## src/rtl/hip_pkg.sv

```systemverilog
package hip_pkg;
  localparam int LocalLines = 12;
  localparam int PendW      = 16;
  localparam int SeiIdx     = 9;
  localparam int SgeiIdx    = 12;
  localparam int ImplBits   = SgeiIdx + 1;

  typedef struct packed {
    logic wrSw;
    logic wrIe;
    logic wrGeie;
    logic wrClaim;
  } wrStrobes_t;
endpackage

```

## src/rtl/hip_ctrl.sv

```systemverilog
module hip_ctrl #(
  parameter int GuestLines = 8,
  parameter int GuestCount = 5
) (
  input  logic                     clk,
  input  logic                     rstN,
  input  logic [GuestLines-1:0]    guestReq,
  input  logic                     wrSwSeip,
  input  logic                     wrIe,
  input  logic                     wrGeie,
  input  logic                     wrClaim,
  output hip_pkg::wrStrobes_t      strb,
  output logic                     errFlag
);
  logic [GuestLines-1:0] illegalMask;
  logic                  illegalAny;
  logic                  errQ;

  for (genvar k = 0; k < GuestLines; k++) begin : gIllegal
    if (k + 1 > GuestCount) begin : gOut
      assign illegalMask[k] = 1'b1;
    end else begin : gIn
      assign illegalMask[k] = 1'b0;
    end
  end

  assign illegalAny = |(guestReq & illegalMask);

  always_comb begin
    strb.wrSw    = wrSwSeip;
    strb.wrIe    = wrIe;
    strb.wrGeie  = wrGeie;
    strb.wrClaim = wrClaim;
  end

  always_ff @(posedge clk) begin
    if (!rstN) errQ <= 1'b0;
    else       errQ <= illegalAny;
  end

  assign errFlag = errQ;

  // an out-of-range guest line raises the flag on the next edge
  p_illegal_flag_r4: assert property (@(posedge clk) disable iff (!rstN)
    illegalAny |=> errFlag);
  // with every guest line quiet the flag drops on the next edge
  p_quiet_flag_r4: assert property (@(posedge clk) disable iff (!rstN)
    (guestReq == '0) |=> !errFlag);
endmodule

```

## src/rtl/hip_dp.sv

```systemverilog
module hip_dp #(
  parameter int GuestLines = 8,
  parameter int GuestW     = 6,
  parameter int DataW      = 16
) (
  input  logic                              clk,
  input  logic                              rstN,
  input  logic [hip_pkg::LocalLines-1:0]    localReq,
  input  logic [GuestLines-1:0]             guestReq,
  input  hip_pkg::wrStrobes_t               strb,
  input  logic [DataW-1:0]                  wrData,
  output logic [hip_pkg::PendW-1:0]         pendVec,
  output logic [GuestW-1:0]                 guestPend,
  output logic [hip_pkg::PendW-1:0]         ieVec,
  output logic [GuestW-1:0]                 geieVec,
  output logic [hip_pkg::PendW-1:0]         claimMask,
  output logic                              swSeip,
  output logic                              wake
);
  import hip_pkg::*;

  localparam logic [PendW-1:0] ImplMask  = PendW'((1 << ImplBits) - 1);
  localparam logic [PendW-1:0] ClaimInit = PendW'(1) << SgeiIdx;

  logic [LocalLines-1:0] lineQ;
  logic                  swQ;
  logic [PendW-1:0]      ieQ;
  logic [GuestW-1:0]     geieQ;
  logic [GuestW-1:0]     guestQ;
  logic [GuestW-1:0]     guestNext;
  logic [PendW-1:0]      claimQ;
  logic [PendW-1:0]      pendComb;
  logic                  sgeiSum;

  assign guestNext[0] = 1'b0;
  for (genvar b = 1; b < GuestW; b++) begin : gGuest
    if (b - 1 < GuestLines) begin : gLine
      assign guestNext[b] = guestReq[b-1];
    end else begin : gNone
      assign guestNext[b] = 1'b0;
    end
  end

  always_ff @(posedge clk) begin
    if (!rstN) begin
      lineQ  <= '0;
      swQ    <= 1'b0;
      ieQ    <= '0;
      geieQ  <= '0;
      guestQ <= '0;
      claimQ <= ClaimInit;
    end else begin
      lineQ  <= localReq;
      guestQ <= guestNext;
      if (strb.wrSw)    swQ    <= wrData[0];
      if (strb.wrIe)    ieQ    <= wrData[PendW-1:0] & ImplMask;
      if (strb.wrGeie)  geieQ  <= {wrData[GuestW-1:1], 1'b0};
      if (strb.wrClaim) claimQ <= wrData[PendW-1:0];
    end
  end

  assign sgeiSum = |(guestQ & geieQ);

  for (genvar i = 0; i < PendW; i++) begin : gPend
    if (i == SeiIdx) begin : gSei
      assign pendComb[i] = lineQ[i] | swQ;
    end else if (i < LocalLines) begin : gLocal
      assign pendComb[i] = lineQ[i];
    end else if (i == SgeiIdx) begin : gSgei
      assign pendComb[i] = sgeiSum;
    end else begin : gZero
      assign pendComb[i] = 1'b0;
    end
  end

  assign pendVec   = pendComb;
  assign guestPend = guestQ;
  assign ieVec     = ieQ;
  assign geieVec   = geieQ;
  assign claimMask = claimQ;
  assign swSeip    = swQ;
  assign wake      = |(pendComb & ieQ);

  // local lines other than 9 reach their pending bit one edge later
  p_local_follow_r1: assert property (@(posedge clk) disable iff (!rstN)
    rstN |=> ((pendVec[LocalLines-1:0] ^ $past(localReq)) & ~(LocalLines'(1) << SeiIdx)) == '0);
  // either source of the external bit keeps pending bit 9 high
  p_sei_hw_r2: assert property (@(posedge clk) disable iff (!rstN)
    localReq[SeiIdx] |=> pendVec[SeiIdx]);
  p_sei_sw_r2: assert property (@(posedge clk) disable iff (!rstN)
    swSeip |-> pendVec[SeiIdx]);
  // guest bit 0 is never set
  p_guest_bit0_r3: assert property (@(posedge clk) disable iff (!rstN)
    guestPend[0] == 1'b0);
  // the summary bit tracks enabled guest pending bits
  p_sgei_sum_r5: assert property (@(posedge clk) disable iff (!rstN)
    ((guestPend & geieVec) == '0) |-> !pendVec[SgeiIdx]);
  // wake follows the enabled pending bits
  p_wake_r6: assert property (@(posedge clk) disable iff (!rstN)
    ((pendVec & ieVec) != '0) |-> wake);
  // enable writes land on the next edge
  p_ie_write_r8: assert property (@(posedge clk) disable iff (!rstN)
    strb.wrIe |=> ieVec == ($past(wrData[PendW-1:0]) & ImplMask));
  p_ie_hold_r8: assert property (@(posedge clk) disable iff (!rstN)
    !strb.wrIe |=> $stable(ieVec));
  // unused pending bits stay clear
  p_pend_high_r9: assert property (@(posedge clk) disable iff (!rstN)
    pendVec[PendW-1:ImplBits] == '0);
endmodule

```

## src/rtl/hart_irq_pending_agg.sv

```systemverilog
module hart_irq_pending_agg #(
  parameter int GuestLines = 8,
  parameter int GuestCount = 5,
  localparam int GuestW    = GuestCount + 1,
  localparam int DataW     = (GuestW > hip_pkg::PendW) ? GuestW : hip_pkg::PendW
) (
  input  logic                           clk,
  input  logic                           rstN,
  input  logic [hip_pkg::LocalLines-1:0] localReq,
  input  logic [GuestLines-1:0]          guestReq,
  input  logic                           wrSwSeip,
  input  logic                           wrIe,
  input  logic                           wrGeie,
  input  logic                           wrClaim,
  input  logic [DataW-1:0]               wrData,
  output logic [hip_pkg::PendW-1:0]      pendVec,
  output logic [GuestW-1:0]              guestPend,
  output logic [hip_pkg::PendW-1:0]      ieVec,
  output logic [GuestW-1:0]              geieVec,
  output logic [hip_pkg::PendW-1:0]      claimMask,
  output logic                           swSeip,
  output logic                           wake,
  output logic                           errFlag
);
  hip_pkg::wrStrobes_t strb;

  hip_ctrl #(.GuestLines(GuestLines), .GuestCount(GuestCount)) uCtrl (
    .clk(clk), .rstN(rstN), .guestReq(guestReq),
    .wrSwSeip(wrSwSeip), .wrIe(wrIe), .wrGeie(wrGeie), .wrClaim(wrClaim),
    .strb(strb), .errFlag(errFlag)
  );

  hip_dp #(.GuestLines(GuestLines), .GuestW(GuestW), .DataW(DataW)) uDp (
    .clk(clk), .rstN(rstN), .localReq(localReq), .guestReq(guestReq),
    .strb(strb), .wrData(wrData), .pendVec(pendVec), .guestPend(guestPend),
    .ieVec(ieVec), .geieVec(geieVec), .claimMask(claimMask),
    .swSeip(swSeip), .wake(wake)
  );
endmodule

```

## config.mk

```make
export PLATFORM = sky130hd
export DESIGN_NAME = hart_irq_pending_agg
export DESIGN_NICKNAME = d
export VERILOG_FILES = /design/src/rtl/hip_pkg.sv /design/src/rtl/hip_ctrl.sv /design/src/rtl/hip_dp.sv /design/src/rtl/hart_irq_pending_agg.sv
export SDC_FILE = /design/constraint.sdc
export NUM_CORES = 1
export LEC_CHECK = 0
export BUFFER_PORTS_ARGS = -buffer_cell sky130_fd_sc_hd__buf_4
export CORE_UTILIZATION = 40
export CTS_CLUSTER_DIAMETER = 30
export CTS_CLUSTER_SIZE = 40
export DETAILED_ROUTE_END_ITERATION = 8
export PLACE_DENSITY = 0.75
export SYNTH_ARGS = -nofsm -noshare
export SYNTH_HDL_FRONTEND = slang
export SYNTH_SLANG_ARGS = --single-unit
export TNS_END_PERCENT = 1
```

## constraint.sdc

```tcl
create_clock -name clk -period 1.15 [get_ports clk]
set_input_delay 0.23 -clock clk [delete_from_list [all_inputs] [get_ports clk]]
set_output_delay 0.23 -clock clk [all_outputs]
set_load 0.1 [all_outputs]
```

==> results of run 1 <==
## state kept, by name, indices dropped and copies added (netlist names)
| name | flops |
|---|---|
| uDp.guestPend | 5 |
| uCtrl.errFlag | 1 |
| uDp.lineQ | 12 |
| uDp.swSeip | 1 |
| uDp.geieVec | 5 |
| uDp.claimMask | 16 |
| uDp.ieVec | 13 |
## report_power, final
group | switching (mW) | internal (mW) | total (mW)
Combinational | 1.23 | 0.692 | 1.92
Sequential | 0.0871 | 1.95 | 2.04
Clock | 0.571 | 0.411 | 0.982
Total | 1.88 | 3.05 | 4.94
## through the flow
stage / worst slack, ns / instance area (µm²) / hold WS [ns] / cells / util
after floorplan: -0.441 / 2120 / 0.348 / 192 / -
after global placement: -0.475 / 2930 / 0.438 / 353 / 0.608
after detailed placement: -0.551 / 2930 / 0.439 / 353 / 0.608
after CTS: -0.837 / 3610 / 0.118 / 362 / 0.750
after global routing: -0.830 / 3680 / 0.115 / 362 / 0.764
final: -0.824 / 3680 / 0.123 / 362 / 0.764
## repair_timing
item	CTS	global route
cloned	0	0
resized for setup	154	18
setup buffers	1	0
endpoints found under the setup margin	54	41
pin swaps	2	0
## how the worst max path moves through the flow
stage / to / from / cells after the start / slack [ns]
global route: wake / uDp.geieVec[1]$_SDFFE_PN0P_ / 4 / -0.83
detailed placement: wake / uDp.guestPend[1]$_SDFF_PN0_ / 4 / -0.55
floorplan: wake / uDp.guestPend[1]$_SDFF_PN0_ / 3 / -0.44
CTS: wake / uDp.geieVec[1]$_SDFFE_PN0P_ / 4 / -0.84
finish: wake / uDp.geieVec[1]$_SDFFE_PN0P_ / 4 / -0.82
global placement: wake / uDp.guestPend[1]$_SDFF_PN0_ / 4 / -0.47
## Yosys cell counts
master	count
dfxtp_1	53
or2_2	1
conb_1	1
a211o_1	1
nor2b_1	34
a222oi_1	2
o21ai_0	1
and2_1	17
buf_2	2
clkbuf_1	5
nand3_1	2
o31a_1	1
nand2_1	2
buf_4	23
a22oi_1	5
mux2i_1	35
## final cells by class
type	count	area, µm²
Timing Repair Buffer	125	1580
Fill cell	334	1140
Sequential cell	53	1120
Multi-Input combinational cell	109	812
Tap cell	67	83.8
Clock buffer	5	68.8
Clock inverter	3	12.5
## per-layer routing
metal,vias up,global-route usage,share of wire,routed length (µm)
met5,-,0,0,0
li1,802,-,-,-
met1,729,0.225,0.39,2070
met4,0,0.0641,0.0096,51
met3,5,0.0453,0.057,300
met2,61,0.368,0.54,2860
## cells by family after synthesis
kind of cell	share of synthesized area
AO/OA/AOI/OAI	0.0393
multiplexers	0.172
flip-flops	0.520
buffers and inverters	0.0988
AND/OR/NAND/NOR	0.168
other	0.00184
==> results.json, run 1 <==
{
  "outcome": "finished, violations left",
  "violations": "negative setup slack",
  "netlist.area_leader.share": 0.520,
  "syn_to_final_growth_pct": 80.4,
  "die_w_um": 73.4,
  "hp-class": "input pin to flip-flop",
  "path_buf_inv": 1,
  "cts_max_level": 2,
  "rsz0062_at_grt": "true",
  "hold_depth": 2,
  "rr_startpoint": "uDp.geieVec[1]$_SDFFE_PN0P_",
  "wl_per_cell_um": 14.6,
  "setup_viol": 10,
  "cp_max_fo": 2,
  "first_pass_iters": 4,
  "post-dp-hpwl_um": 3350,
  "num_rows": 25,
  "drv_cap": 0,
  "wirelength_um": 5290,
  "grt_max_degree": 54,
  "synth.area.top_cells": "dfxtp_1 52%, mux2i_1 17%, nor2b_1 10%",
  "final_cell_mix": "43 x buf_4, 42 x buf_6, 37 x buf_12",
  "vdd_drop_max_v": 0.000878,
  "total_power_mw": 4.94,
  "ios": 105,
  "post-route-period-util": 1.72,
  "slowest_stage": "a222oi_1",
  "drv_slew": 0,
  "grt_pass1_vias": 1631,
  "insertion_delay_ns": 0.30,
  "vias_per_cell": 4.41,
  "ff2ff_path_depth": 3,
  "final_nets": 336,
  "grt_overflow": 0,
  "layout_commonest_cell": "buf_4",
  "synth-seq-cells": 53,
  "cp_cell_sequence": "a222oi_1, nand2_1, a211o_4, buf_12",
  "via_count": 1597,
  "endpoint_kind": "output port",
  "synthCells": 185,
  "fin_skew_ns": 0,
  "min_from": "guestReq[4]",
  "numPortBuffers": 96,
  "fin_setup_tns_ns": -1.93,
  "numCtsBuffers": 5,
  "yosysWarnings": 0,
  "yosys.area.top_type": "dfxtp_1",
  "ctsHoldBuffers": 0,
  "core-area_um2": 4820,
  "diodes": 0,
  "fin_crit_ns": 1.97,
  "die_h_um": 73.4,
  "clock_path_buffers": 2,
  "finalWeightedCongestion": 0.818,
  "yosysSeqAreaShare": 0.520,
  "grt_usage": 0.199,
  "fin_ws_ns": -0.824,
  "netlist_area_um2": 2040,
  "cp.arrival_ns": 1.74,
  "ant_nets": 0,
  "reg2reg_to": "uDp.geieVec[1]$_SDFFE_PN0P_",
  "clock-sinks": 53,
  "synth_area_per_cell_um2": 11.0,
  "dieArea_um2": 5390,
  "drt_iter0_drc": 39,
  "max_freq_mhz": 507,
  "cp_top_family": "compound AO/OA/AOI/OAI gates",
  "p_leak_nw": 1.68,
  "start_kind": "flip-flop",
  "worst-endpoint-required_ns": 0.92,
  "cts_root_buffer": "clkbuf_8",
  "antenna_found_initial": 0,
  "rrSetupSlack_ns": 0.38,
  "synth.distinct_cells": 16,
  "critPathKind": "flip-flop to output port",
  "drc": 0,
  "crit_path_max_incr_delay_ns": 0.41,
  "whs_endpoint": "uDp.guestPend[5]$_SDFF_PN0_",
  "drive_above_1_share": 0.576,
  "start_util": 0.423,
  "pwr_density_cell_nw_per_um2": 1340,
  "cts_tree": "done",
  "final-hold-violation-count": 0,
  "grt_pass1_wl_um": 7880,
  "path_clk_slew_ns": 0.09
}
Power figures use the tool's default switching activity.
==> run 2: changes to the inputs <==
- CORE_MARGIN: default -> 2
==> run 2 against run 1 <==
Clock skew unchanged; critical path type unchanged; clock-buffer cell count increased by 1; cell count decreased by 0.55%; the flow still finishes with violations (negative setup slack).
==> results.json, run 2 (synthesis gave the netlist of run 1 again) <==
{
  "outcome": "finished, violations left",
  "violations": "negative setup slack",
  "finalWeightedCongestion": 0.851,
  "final_nets": 334,
  "vdd_drop_max_v": 0.000770,
  "grt_pass1_wl_um": 7550,
  "diodes": 0,
  "fin_ws_ns": -0.818,
  "dieArea_um2": 5690,
  "grt_overflow": 0,
  "fin_util": 0.768,
  "die_h_um": 75.4,
  "grt_pass1_vias": 1616,
  "cts_tree": "done",
  "antenna_found_initial": 0,
  "cts_max_level": 2,
  "crit_end": "wake",
  "wirelength_um": 5180,
  "numCtsBuffers": 5,
  "via_count": 1608,
  "cts_setup_buffers": 0,
  "start_kind": "flip-flop",
  "drive_above_1_share": 0.580,
  "post-place-ws_ns": -0.490,
  "reg2reg_to": "uDp.geieVec[3]$_SDFFE_PN0P_",
  "cp_max_fo": 2,
  "cts_root_buffer": "clkbuf_8",
  "ios": 105,
  "hp-class": "input pin to flip-flop",
  "num_rows": 25,
  "grt_max_degree": 54,
  "ctsHoldBuffers": 0,
  "fin_skew_ns": 0,
  "largest_reg_flops": 16,
  "final_cell_mix": "43 x buf_4, 41 x buf_12, 35 x mux2i_1",
  "grtUsageMet1": 0.213,
  "p_leak_nw": 1.68,
  "hold_depth": 2,
  "die_w_um": 75.4,
  "final-hold-violation-count": 0,
  "clock-sinks": 53,
  "layout_commonest_cell": "buf_4",
  "critPathLaunch": "uDp.geieVec[1]$_SDFFE_PN0P_",
  "core-area_um2": 4820,
  "path_clk_slew_ns": 0.09,
  "drv_cap": 0,
  "multi_input_area_um2": 812,
  "clock_path_buffers": 2,
  "start_util": 0.423,
  "post-route-period-util": 1.71,
  "drt_iter0_drc": 69,
  "max_freq_mhz": 508,
  "fill_cells": 327,
  "vias_per_cell": 4.47,
  "fin_crit_ns": 1.97,
  "rsz0062_at_grt": "true",
  "pwr_density_cell_nw_per_um2": 1340,
  "drv_slew": 0,
  "endpoint_kind": "output port",
  "busiest_layer": "met2",
  "postPlaceCellArea_um2": 2920,
  "use_met2": 0.301,
  "syn_to_final_growth_pct": 81.5,
  "ant_nets": 0,
  "post-dp-hpwl_um": 3350,
  "rrSetupSlack_ns": 0.35,
  "critPathKind": "flip-flop to output port",
  "stdcell_area_um2": 3700,
  "ff2ff_path_depth": 3,
  "rr_startpoint": "uDp.geieVec[3]$_SDFFE_PN0P_",
  "use_met3": 0.0648,
  "wl_per_cell_um": 14.4,
  "first_pass_iters": 4,
  "insertion_delay_ns": 0.30,
  "setup_viol": 7,
  "drc": 0,
  "grt_usage": 0.180,
  "numPortBuffers": 96,
  "cp.arrival_ns": 1.74,
  "worst-endpoint-required_ns": 0.92,
  "regArea_um2": 1120
}
-- run 2: timing repair --
item,CTS,global route
pin swaps,2,0
setup endpoints to repair,54,47
resized for setup,148,33
-- run 2: worst min-delay path by stage --
stage	from	end	slack [ns]
after floorplan	guestReq[5]	uCtrl.errFlag$_SDFF_PN0_	0.35
after global placement	localReq[1]	uDp.lineQ[1]$_SDFF_PN0_	0.44
after detailed placement	guestReq[5]	uCtrl.errFlag$_SDFF_PN0_	0.44
after CTS	localReq[11]	uDp.lineQ[11]$_SDFF_PN0_	0.12
after global routing	localReq[4]	uDp.lineQ[4]$_SDFF_PN0_	0.11
final	guestReq[2]	uDp.guestPend[3]$_SDFF_PN0_	0.12
-- run 2: metrics by stage --
step	std cells	power [mW]	hold slack [ns]	TNS (ns)
floorplan	192	3.29	0.348	-2.82
global placement	352	3.64	0.440	-0.812
detailed placement	352	3.65	0.436	-0.807
CTS	360	4.93	0.118	-1.83
global route	360	5.16	0.114	-2.67
finish	360	4.98	0.124	-1.81
-- run 2: layout make-up --
type,count,share of cell area
timing repair buffer,123,0.433
tap,67,0.0227
sequential,53,0.303
clock buffer,6,0.0196
clock inverter,2,0.00270
multi-input combinational,109,0.219
-- run 2: routing by layer --
metal,share of wire,vias up
li1,-,793
met1,0.40,739
met2,0.52,67
met3,0.071,9
met4,0.018,0
met5,0,-
-- run 2: worst max-delay path, stage by stage (launching register included) --
cell,delay (ns)
dfxtp_4,0.35
a222oi_1,0.42
nand2_1,0.15
a211o_4,0.35
buf_12,0.17
-- run 2: where the power goes --
part           switching [mW]  internal, mW
clock                   0.591         0.424
combinational            1.22         0.701
sequential             0.0885          1.95
total                    1.90          3.08
